**config.mk**
```make
export PLATFORM = sky130hd
export DESIGN_NAME = eth_rx_front
export DESIGN_NICKNAME = d
export VERILOG_FILES = /design/src/rtl/eth_rx_pkg.sv /design/src/rtl/rx_sfd_hunt.sv /design/src/rtl/rx_byte_pack.sv /design/src/rtl/rx_crc32.sv /design/src/rtl/eth_rx_front.sv
export SDC_FILE = /design/constraint.sdc
export NUM_CORES = 1
export LEC_CHECK = 0
export BUFFER_PORTS_ARGS = -buffer_cell sky130_fd_sc_hd__clkbuf_2
export CAP_MARGIN = 10
export CORE_MARGIN = 4
export CORE_UTILIZATION = 35
export DETAILED_ROUTE_END_ITERATION = 12
export PLACE_DENSITY = 0.6
export SLEW_MARGIN = 20
export SYNTH_ARGS = -nofsm -noshare
export SYNTH_HDL_FRONTEND = slang
export SYNTH_SLANG_ARGS = --single-unit
```
**constraint.sdc**
```tcl
create_clock -name clk -period 2.3 [get_ports clk]
set_clock_uncertainty 0.2 [all_clocks]
set_input_delay 0.575 -clock clk [delete_from_list [all_inputs] [get_ports clk]]
set_output_delay 0.575 -clock clk [all_outputs]
set_load 0.03 [all_outputs]
```
**src/rtl/eth_rx_pkg.sv**
```systemverilog
// Shared types and helpers for the Ethernet receive front end.
// Assumes the CRC is kept in reflected form (bit 0 = first bit on the wire).
package eth_rx_pkg;

    typedef enum logic [1:0] {
        HUNT_PRE  = 2'd0,
        HUNT_DATA = 2'd1,
        HUNT_DROP = 2'd2
    } hunt_e;

    // Residue 0xC704DD7B as seen in a reflected shift register.
    localparam logic [31:0] CRC_RESIDUE_REFL = 32'hDEBB20E3;
    localparam logic [31:0] CRC_POLY_REFL    = 32'hEDB88320;

    // One byte through the reflected CRC-32, bit 0 first.
    function automatic logic [31:0] crc32_step(input logic [31:0] c, input logic [7:0] d);
        logic [31:0] r;
        r = c;
        for (int k = 0; k < 8; k++) begin
            if (r[0] ^ d[k]) r = (r >> 1) ^ CRC_POLY_REFL;
            else             r = r >> 1;
        end
        return r;
    endfunction

endpackage

```
**src/rtl/rx_sfd_hunt.sv**
```systemverilog
// Delimiter hunter. Serial mode: ignore the first PRE_BITS bits, then a 11
// pair ends the preamble and a 00 pair drops the frame. Nibble mode: a
// 0x5/0xD pair ends the preamble, any adjacent 00 bits drop the frame.
// Assumes crs low returns the hunter to its idle state.
module rx_sfd_hunt
    import eth_rx_pkg::*;
#(
    parameter int          PRE_BITS = 21,
    parameter logic [7:0]  SFD_BYTE = 8'hD5
) (
    input  logic       clk,
    input  logic       rst_n,
    input  logic       mii_mode,
    input  logic       crs,
    input  logic       stb,
    input  logic [3:0] din,
    output logic       in_data,
    output logic       data_stb
);
    localparam int CW = $clog2(PRE_BITS + 1);

    hunt_e         state;
    logic [CW-1:0] bit_cnt;
    logic          prev_bit;
    logic [3:0]    last_nib;
    logic          nib_zero;

    // Adjacent-zero detect across the previous bit and the current nibble.
    always_comb begin
        nib_zero = (!prev_bit && !din[0]) || (!din[0] && !din[1]) ||
                   (!din[1] && !din[2])   || (!din[2] && !din[3]);
    end

    // Hunt state machine for both stream modes.
    always_ff @(posedge clk) begin
        if (!rst_n || !crs) begin
            state    <= HUNT_PRE;
            bit_cnt  <= '0;
            prev_bit <= 1'b1;
            last_nib <= 4'h0;
        end else if (stb && state == HUNT_PRE) begin
            if (mii_mode) begin
                if (nib_zero)                     state <= HUNT_DROP;
                else if ({din, last_nib} == SFD_BYTE) state <= HUNT_DATA;
                prev_bit <= din[3];
                last_nib <= din;
            end else begin
                if (bit_cnt >= CW'(PRE_BITS)) begin
                    if (prev_bit && din[0])        state <= HUNT_DATA;
                    else if (!prev_bit && !din[0]) state <= HUNT_DROP;
                end else begin
                    bit_cnt <= bit_cnt + 1'b1;
                end
                prev_bit <= din[0];
            end
        end
    end

    assign in_data  = (state == HUNT_DATA);
    assign data_stb = stb && in_data;

    // the data phase starts only after a unit was taken in.
    assert_sfd_after_unit_R2: assert property (@(posedge clk) disable iff (!rst_n)
        $rose(in_data) |-> $past(stb));

    // a dropped frame never turns into data.
    assert_drop_stays_R3: assert property (@(posedge clk) disable iff (!rst_n)
        (state == HUNT_DROP) |=> (state != HUNT_DATA));

endmodule

```
**src/rtl/rx_byte_pack.sv**
```systemverilog
// Packs data-phase units into bytes, first unit into the lowest bits.
// Serial: 8 bits per byte. Nibble: low nibble then high nibble.
// Assumes the pack position clears whenever the data phase is left.
module rx_byte_pack (
    input  logic       clk,
    input  logic       rst_n,
    input  logic       mii_mode,
    input  logic       in_data,
    input  logic       stb,
    input  logic [3:0] din,
    output logic       byte_stb,
    output logic [7:0] byte_val
);
    logic [2:0] pos;
    logic [7:0] sh;
    logic       full;
    logic [7:0] nxt;

    // Next shift value and byte-complete condition.
    always_comb begin
        if (mii_mode) begin
            nxt  = {din, sh[7:4]};
            full = pos[0];
        end else begin
            nxt  = {din[0], sh[7:1]};
            full = (pos == 3'd7);
        end
    end

    // Shift register and position counter.
    always_ff @(posedge clk) begin
        if (!rst_n || !in_data) begin
            pos <= '0;
            sh  <= '0;
        end else if (stb) begin
            pos <= full ? 3'd0 : pos + 3'd1;
            sh  <= nxt;
        end
    end

    assign byte_stb = stb && full;
    assign byte_val = nxt;

    // bytes only come out during the data phase.
    assert_byte_in_data_R6: assert property (@(posedge clk) disable iff (!rst_n)
        byte_stb |-> in_data);

endmodule

```
**src/rtl/rx_crc32.sv**
```systemverilog
// Running reflected CRC-32 over received bytes; flags the good residue.
// Assumes clr is held during every cycle outside a frame.
module rx_crc32
    import eth_rx_pkg::*;
(
    input  logic       clk,
    input  logic       rst_n,
    input  logic       clr,
    input  logic       en,
    input  logic [7:0] d,
    output logic       crc_ok
);
    logic [31:0] crc;

    // CRC register update per byte.
    always_ff @(posedge clk) begin
        if (!rst_n || clr) crc <= '1;
        else if (en)       crc <= crc32_step(crc, d);
    end

    assign crc_ok = (crc == CRC_RESIDUE_REFL);

endmodule

```
**src/rtl/eth_rx_front.sv**
```systemverilog
// Receive front end: delimiter hunt, byte packing, one-byte hold so the
// final byte can be marked, address-check request, CRC and frame status.
// Assumes mii_mode is static during a frame; rx_valid counts only while crs.
module eth_rx_front #(
    parameter int CNT_W     = 16,
    parameter int RUNT_LEN  = 64,
    parameter int CHK_BYTES = 8,
    parameter int PRE_BITS  = 21
) (
    input  logic             clk,
    input  logic             rst_n,
    input  logic             mii_mode,
    input  logic             crs,
    input  logic             rx_valid,
    input  logic [3:0]       rx_data,
    input  logic             addr_rej,
    output logic             out_valid,
    output logic [7:0]       out_data,
    output logic             out_last,
    output logic             addr_chk,
    output logic             done,
    output logic             done_runt,
    output logic             done_crc_err,
    output logic             done_rej,
    output logic [CNT_W-1:0] done_cnt
);
    localparam logic [CNT_W-1:0] CHK_AT  = CNT_W'(CHK_BYTES - 1);
    localparam logic [CNT_W-1:0] RUNT_LIM = CNT_W'(RUNT_LEN);

    logic             stb, in_data, data_stb, byte_stb, crc_ok, end_evt;
    logic [7:0]       byte_val, hold;
    logic             have_hold, win, rej_q;
    logic [CNT_W-1:0] rx_cnt, fwd_cnt;

    assign stb     = rx_valid && crs;
    assign end_evt = in_data && !crs;

    rx_sfd_hunt #(.PRE_BITS(PRE_BITS), .SFD_BYTE(8'hD5)) u_hunt (
        .clk(clk), .rst_n(rst_n), .mii_mode(mii_mode), .crs(crs),
        .stb(stb), .din(rx_data), .in_data(in_data), .data_stb(data_stb));

    rx_byte_pack u_pack (
        .clk(clk), .rst_n(rst_n), .mii_mode(mii_mode), .in_data(in_data),
        .stb(data_stb), .din(rx_data), .byte_stb(byte_stb), .byte_val(byte_val));

    rx_crc32 u_crc (
        .clk(clk), .rst_n(rst_n), .clr(!in_data), .en(byte_stb),
        .d(byte_val), .crc_ok(crc_ok));

    // Hold stage, forwarding, address window and completion status.
    always_ff @(posedge clk) begin
        if (!rst_n) begin
            out_valid    <= 1'b0;
            out_data     <= '0;
            out_last     <= 1'b0;
            addr_chk     <= 1'b0;
            done         <= 1'b0;
            done_runt    <= 1'b0;
            done_crc_err <= 1'b0;
            done_rej     <= 1'b0;
            done_cnt     <= '0;
            hold         <= '0;
            have_hold    <= 1'b0;
            rx_cnt       <= '0;
            fwd_cnt      <= '0;
            win          <= 1'b0;
            rej_q        <= 1'b0;
        end else begin
            out_valid <= 1'b0;
            out_last  <= 1'b0;
            addr_chk  <= 1'b0;
            done      <= 1'b0;
            if (win && addr_rej) rej_q <= 1'b1;
            if (byte_stb) begin
                hold      <= byte_val;
                have_hold <= 1'b1;
                if (rx_cnt != '1) rx_cnt <= rx_cnt + 1'b1;
                if (have_hold) begin
                    out_valid <= 1'b1;
                    out_data  <= hold;
                    if (fwd_cnt != '1) fwd_cnt <= fwd_cnt + 1'b1;
                    if (fwd_cnt == CHK_AT) begin
                        addr_chk <= 1'b1;
                        win      <= 1'b1;
                    end
                end
            end else if (end_evt) begin
                if (have_hold) begin
                    out_valid <= 1'b1;
                    out_data  <= hold;
                    out_last  <= 1'b1;
                    if (fwd_cnt == CHK_AT) addr_chk <= 1'b1;
                end
                done         <= 1'b1;
                done_runt    <= (rx_cnt < RUNT_LIM);
                done_crc_err <= !crc_ok;
                done_rej     <= rej_q || (win && addr_rej);
                done_cnt     <= rx_cnt;
                have_hold    <= 1'b0;
                rx_cnt       <= '0;
                fwd_cnt      <= '0;
                win          <= 1'b0;
                rej_q        <= 1'b0;
            end
        end
    end

    // completion is a single-cycle pulse.
    assert_done_pulse_R9: assert property (@(posedge clk) disable iff (!rst_n)
        done |=> !done);

    // the address request rides on a forwarded byte.
    assert_chk_with_byte_R7: assert property (@(posedge clk) disable iff (!rst_n)
        addr_chk |-> out_valid);

    // a reject can only stand if the window was open.
    assert_rej_needs_window_R8: assert property (@(posedge clk) disable iff (!rst_n)
        (done && done_rej) |-> $past(win));

endmodule

```
* Word level (Yosys, flattened, before mapping)
Index checks and enable logic that the tools add are counted.
** Storage, ports and cells
- Register bits after elaboration :: 129
- Bits in latches :: 0
- Memory bits (writable) :: 0
- Bits in read-only memories :: 0
- Input port bits :: 10
- Output and inout bits :: 31
- Logic and storage cells :: 155
- Memories kept :: 0
** Cells by class
- Add/subtract/negate cells :: 4
- $mul :: 0
- Divide/modulo/power cells :: 0
- Order comparisons :: 2
- Eq/ne operators :: 12
- Shift operators :: 0
- Multiplexer cells :: 57
- Bitwise operators :: 20
- Reductions and logical operators :: 38
** Operators with widths (count)
- 32-bit two-way mux :: 22
- 13-bit inverter with 14-bit output :: 8
- 16-bit two-way mux :: 6
- 16-bit by 1-bit adder with 16-bit output, second input constant :: 2
- 32-bit equality test, second input constant :: 1
- 8-bit two-way mux :: 4
- 16-bit inequality test, second input constant :: 2
- 1-bit two-way mux :: 18
- 16-bit by 3-bit equality test with 1-bit output, second input constant :: 1
- 16-bit by 7-bit less-than comparator with 1-bit output, second input constant :: 1
- 2-bit two-way mux :: 6
- 1-bit logical AND :: 11
- 1-bit zero test :: 9
- 3-bit AND reduction :: 3
- 8-bit equality test, second input constant :: 1
- 2-bit by 1-bit inequality test with 1-bit output, second input constant :: 4
- 1-bit XOR :: 8
- 1-bit logical OR :: 6
- 2-bit AND reduction :: 3
- 5-bit by 1-bit adder with 5-bit output, second input constant :: 1
- 5-bit greater-or-equal comparator, second input constant :: 1
- 1-bit inverter :: 4
- 4-bit AND reduction :: 1
- 2-bit nonzero test :: 2
- 8 further kinds :: 8

* Depth between registers and ports, before layout
- Depth in word-level cells :: 31
- Gate-level depth with buffers :: 10
- Mapped depth without buffers :: 8

* Modules after synthesis
Synthesis repeated with hierarchy kept, for this count alone.
** Unflattened totals
- Cells, all modules :: 722
- Area, all modules :: 6318.6 µm²
** Modules (own cells, without submodules)
- eth_rx_front :: instances 1, cells each 398, area an instance 3221.8 µm², seq. area each 1481.4 µm²
- rx_crc32 :: instances 1, cells each 208, area an instance 1916.8 µm², seq. area each 640.6 µm²
- rx_sfd_hunt :: instances 1, cells each 65, area an instance 630.6 µm², seq. area each 240.2 µm²
- rx_byte_pack :: instances 1, cells each 51, area an instance 549.3 µm², seq. area each 200.2 µm²

* Worst setup path after synthesis
Ideal clock, no wire load.
- Path kind :: input to register
- From :: in mii_mode
- To :: reg u_crc.crc[19]
- Setup time :: 0.069 ns
- Data arrival time :: 2.236 ns
- Data required time :: 2.031 ns
- Slack :: -0.205 ns
- Stages on the path :: 7
- Path buffers :: 1
- Cells stage by stage :: buf_6 mux2i_2 xnor2_4 xnor2_2 xnor2_2 xnor3_1 o21ai_1
** On the way
- Longest elaborated chain between the ends :: 29
- Elaborated cells between the ends (all ways) :: 37
- Those cells by class :: 24 x mux; 12 x bitwise; 1 x reduce/logical
** RTL lines
- start: declaration :: line eth_rx_front.sv:12 : input logic mii_mode,
- 8-bit two-way mux :: line rx_byte_pack.sv:21 : if (mii_mode) begin
- 1-bit XOR :: line eth_rx_pkg.sv:20 : if (r[0] ^ d[k]) r = (r >> 1) ^ CRC_POLY_REFL;
- 32-bit two-way mux :: line eth_rx_pkg.sv:20
- 32-bit two-way mux :: line rx_crc32.sv:18 : else if (en) crc <= crc32_step(crc, d);
- 32-bit two-way mux :: line rx_crc32.sv:17 : if (!rst_n || clr) crc <= '1;
- 32-bit two-way mux :: line eth_rx_pkg.sv:20
- 32-bit two-way mux :: line rx_crc32.sv:18
- 32-bit two-way mux :: line rx_crc32.sv:17
- [13 not listed]
- 32-bit two-way mux :: line rx_crc32.sv:18
- 32-bit two-way mux :: line rx_crc32.sv:17
- 13-bit inverter with 14-bit output (no line)
- 32-bit two-way mux :: line eth_rx_pkg.sv:20
- 32-bit two-way mux :: line rx_crc32.sv:18
- 32-bit two-way mux :: line rx_crc32.sv:17
- 13-bit inverter with 14-bit output (no line)
- 32-bit two-way mux :: line eth_rx_pkg.sv:20
- end signal: assignment :: line rx_crc32.sv:18
- end: declaration :: line rx_crc32.sv:13 : logic [31:0] crc;
Several ways; a longest one is shown, not always the timed one. The select of a mux whose other input is x is not followed.
A chain may end at the register's enable or synchronous reset.

* Worst setup path after layout
- From :: reg u_pack.pos[0]
- To :: reg rx_cnt[8]
** On the way
- Longest elaborated chain between the ends :: 5
- Elaborated cells between the ends (all ways) :: 7
- Those cells by class :: 2 x eq/ne; 2 x mux; 3 x reduce/logical
** RTL lines
- start: declaration :: line rx_byte_pack.sv:14 : logic [2:0] pos;
- start signal: assignment :: line rx_byte_pack.sv:36 : pos <= full ? 3'd0 : pos + 3'd1;
- 3-bit equality test :: line rx_byte_pack.sv:26 : full = (pos == 3'd7);
- 1-bit two-way mux * :: line rx_byte_pack.sv:21
- 1-bit logical AND * :: line rx_byte_pack.sv:41 : assign byte_stb = stb && full;
- 2-bit by 1-bit inequality test with 1-bit output (no line) or 2-bit nonzero test (tied branches)
- 2-bit AND reduction (no line)
- end signal: assignment :: line eth_rx_front.sv:77 : if (rx_cnt != '1) rx_cnt <= rx_cnt + 1'b1;
- end: declaration :: line eth_rx_front.sv:33 : logic [CNT_W-1:0] rx_cnt, fwd_cnt;
Every way passes the cells marked *; elsewhere a longest branch is shown, timed or not.

==> out/results.ini <==
[sta]
rsz0062_at_grt = false
tns_ns = 0
setup_ws_ns = 0.09799
min_period_ns = 2.202
min_period_over_period = 0.9574
tightest_slew_ns = 0.5100
finalHoldViolCount = 0
fmax_mhz = 454.1
drv_slew = 0
setup_violations = 0
slew_headroom = 0.6600

[clock_tree]
cts_buffers = 17
h-tree-depth = 4
cts_buffer_depth = 2
clkSinkCount = 128
cts_tree = yes
clock_latency_ns = 0.42
root_buffer = clkbuf_16
clkSlewWorstSetupHoldPaths_ns = 0.06

[synth]
synth-edff-count = 0
synth_top_area_frac = 0.4270
yosysUniqueCellTypes = 52
synthTopCellsByArea = dfxtp_1 (43%), xnor2_1 (7.7%), nand2_1 (5.9%)
ys_seq_elements = 128
syn_inst = 675
syn_area_um2 = 6001
avgSynthCellArea_um2 = 8.890
yosysTopAreaCell = dfxtp_1
synth_compound_area_frac = 0.1572
synth_top_flop_cell = dfxtp_1
synth_xor_area_frac = 0.1533
synth_top_family_by_area = simple AND/OR/NAND/NOR gates
synth-simple-area-share = 0.1872
synth-adder-area-share = 0.01251
synth_common_cells = dfxtp_1 (128), nand2_1 (95), nor2_1 (73)
async_reset_ff_frac = 0
synth_most_common_cell = dfxtp_1
synth_nets = 691
synthMuxAreaShare = 0.03357
ys_seq_area_frac = 0.4270
yosysWarnings = 0

[critical_path]
critPathBufInv = 2
crit_type = reg -> reg
cp-end-kind = register
slowest_stage = dfxtp_1
crit_path_max_fanout = 11
r2r_setup_slack_ns = 0.1
cp.required_ns = 2.38
crit_chain = ha_1, ha_1, mux2_2, buf_4, nand2_4, a31oi_1, buf_4, and2_0, o21ai_0, a21oi_1
worstSetupStartpointType = register
crit_family = adder cells
critPathArrivalTime_ns = 2.28
crit_path_max_incr_delay_ns = 0.32

[finish]
drive_above_1_share = 0.2478
syn2layout_area_growth_pct = 30.00
multiInputGateArea_um2 = 3455
final_area_um2 = 7801
fin_util = 0.4671
diodes = 0
finish.net_count = 798
n_fill_cell = 1621
seq_area_um2 = 2562

[placement]
gp_congestion = 0.9035
portBuffers = 40
dp_hpwl_um = 10860
place_area_um2 = 7164
place_ws_ns = -0.3139

[run_status]
outcome = finished clean

[die]
die-area_um2 = 19300
die_w_um = 138.9
die_y_um = 138.9
std_cell_rows = 47
core-area_um2 = 16700
pin_count = 41
initial_core_util = 0.3593

[drt]
dr.pass1.iters = 5
wl_per_cell_um = 14.70
final_antenna_net_count = 0
viasPerCell = 5.028
num_vias = 5103
drtIter0Drc = 356
routed_wl_um = 14920
drc = 0

[global_route]
use_met3 = 0.04379
overflow = 0
grt_use_total = 0.1590
gr-usage-met1 = 0.2044
use_met2 = 0.2646
grt_max_degree = 50
grt_pass1_vias = 5051
grt_pass1_wl_um = 25130
busiest_layer = met2
antenna_found_initial = 0

[worst_hold_path]
hold_class = in -> reg

[pwr]
p_per_area_nw_per_um2 = 668.8
irDropWorstVdd_mv = 0.5338
p_total_mw = 5.218
p_leak_nw = 3.083

[job]
cap_violations = 0

[what timing repair did]
item | 4_1_cts | 5_1_grt
pin swaps | 1 | 3
gates resized for setup | 0 | 6
setup buffers | 0 | 3
hold buffers | 0 | 0
cloned | 0 | 0
endpoints found under the setup margin | 1 | 26
[cells in the final DEF (no fill, tap or decap), types with 3 or more instances in the layout]
cell / n
a211oi_1: 25
a21oi_1: 50
a31oi_1: 9
buf_12: 4
buf_4: 82
bufinv_16: 3
clkbuf_16: 17
clkbuf_2: 40
clkinv_2: 6
clkinvlp_4: 3
dfxtp_1: 128
ha_1: 6
inv_1: 5
mux2i_1: 7
mux2i_2: 3
mux2i_4: 6
nand2_1: 94
nand3_1: 21
nand3b_1: 3
nand4_1: 10
nand4b_1: 4
nor2_1: 73
nor3_1: 9
nor4_1: 7
o211ai_1: 32
o21ai_0: 17
or3_1: 6
or4_1: 3
xnor2_1: 49
xnor2_2: 10
xnor2_4: 8
xor2_1: 17
[final timing paths]
| kind | to | start | cells after the start |
|---|---|---|---|
| max | rx_cnt[8] | u_pack.pos[0] | 10 |
| max reg2reg | rx_cnt[8] | u_pack.pos[0] | 10 |
| min reg2reg | u_hunt.last_nib[0] | u_hunt.last_nib[0] | 2 |
| min | rej_q | addr_rej | 3 |
[sequential cells by signal, indices dropped and copies added (netlist names), 3 cells and up]
name / flops
done_cnt: 16
fwd_cnt: 16
hold: 8
out_data: 8
rx_cnt: 16
u_crc.crc: 32
u_hunt.bit_cnt: 5
u_hunt.last_nib: 4
u_pack.pos: 3
u_pack.sh: 7
[logic make-up (layout without fill, tap and decap cells)]
| logic type | after synthesis | after routing |
|---|---|---|
| fa+ha+maj | 6 | 6 |
| xor+xnor | 85 | 85 |
| mux | 18 | 18 |
| simple gates | 247 | 247 |
| compound gates | 148 | 148 |
| flops | 128 | 128 |
| buf+inv | 43 | 163 |
[stage by stage]
stage,hold slack [ns],instances
after global routing,0.2323,1015
after detailed placement,0.2472,980
after floorplan,0.2244,675
final,0.2234,1015
after global placement,0.2354,980
after CTS,0.2097,1012
[worst min-delay path: stages]
cell and delay (ns):
clkbuf_2 0.08, a21oi_1 0.07, nor2_1 0.07
[report_power, final]
part	switching [mW]	internal [mW]	total [mW]
logic	0.149	0.142	0.291
registers	0.00318	2.22	2.22
clock network	1.01	1.69	2.70
total	1.16	4.06	5.22
[final cells by class]
class,instances,share of cell area
Multi-Input combinational cell,504,0.4428
Timing Repair Buffer,126,0.1148
Inverter,5,0.002406
Tap cell,220,0.03528
Sequential cell,128,0.3285
Clock buffer,17,0.05453
Clock inverter,15,0.02165
[per-layer routing]
layer	up-vias	routed length [um]
met4	0	118
met5	-	0
met1	2413	6991
met2	90	7243
met3	8	564
li1	2592	-
No activity file was read; power rests on OpenSTA's default activity.
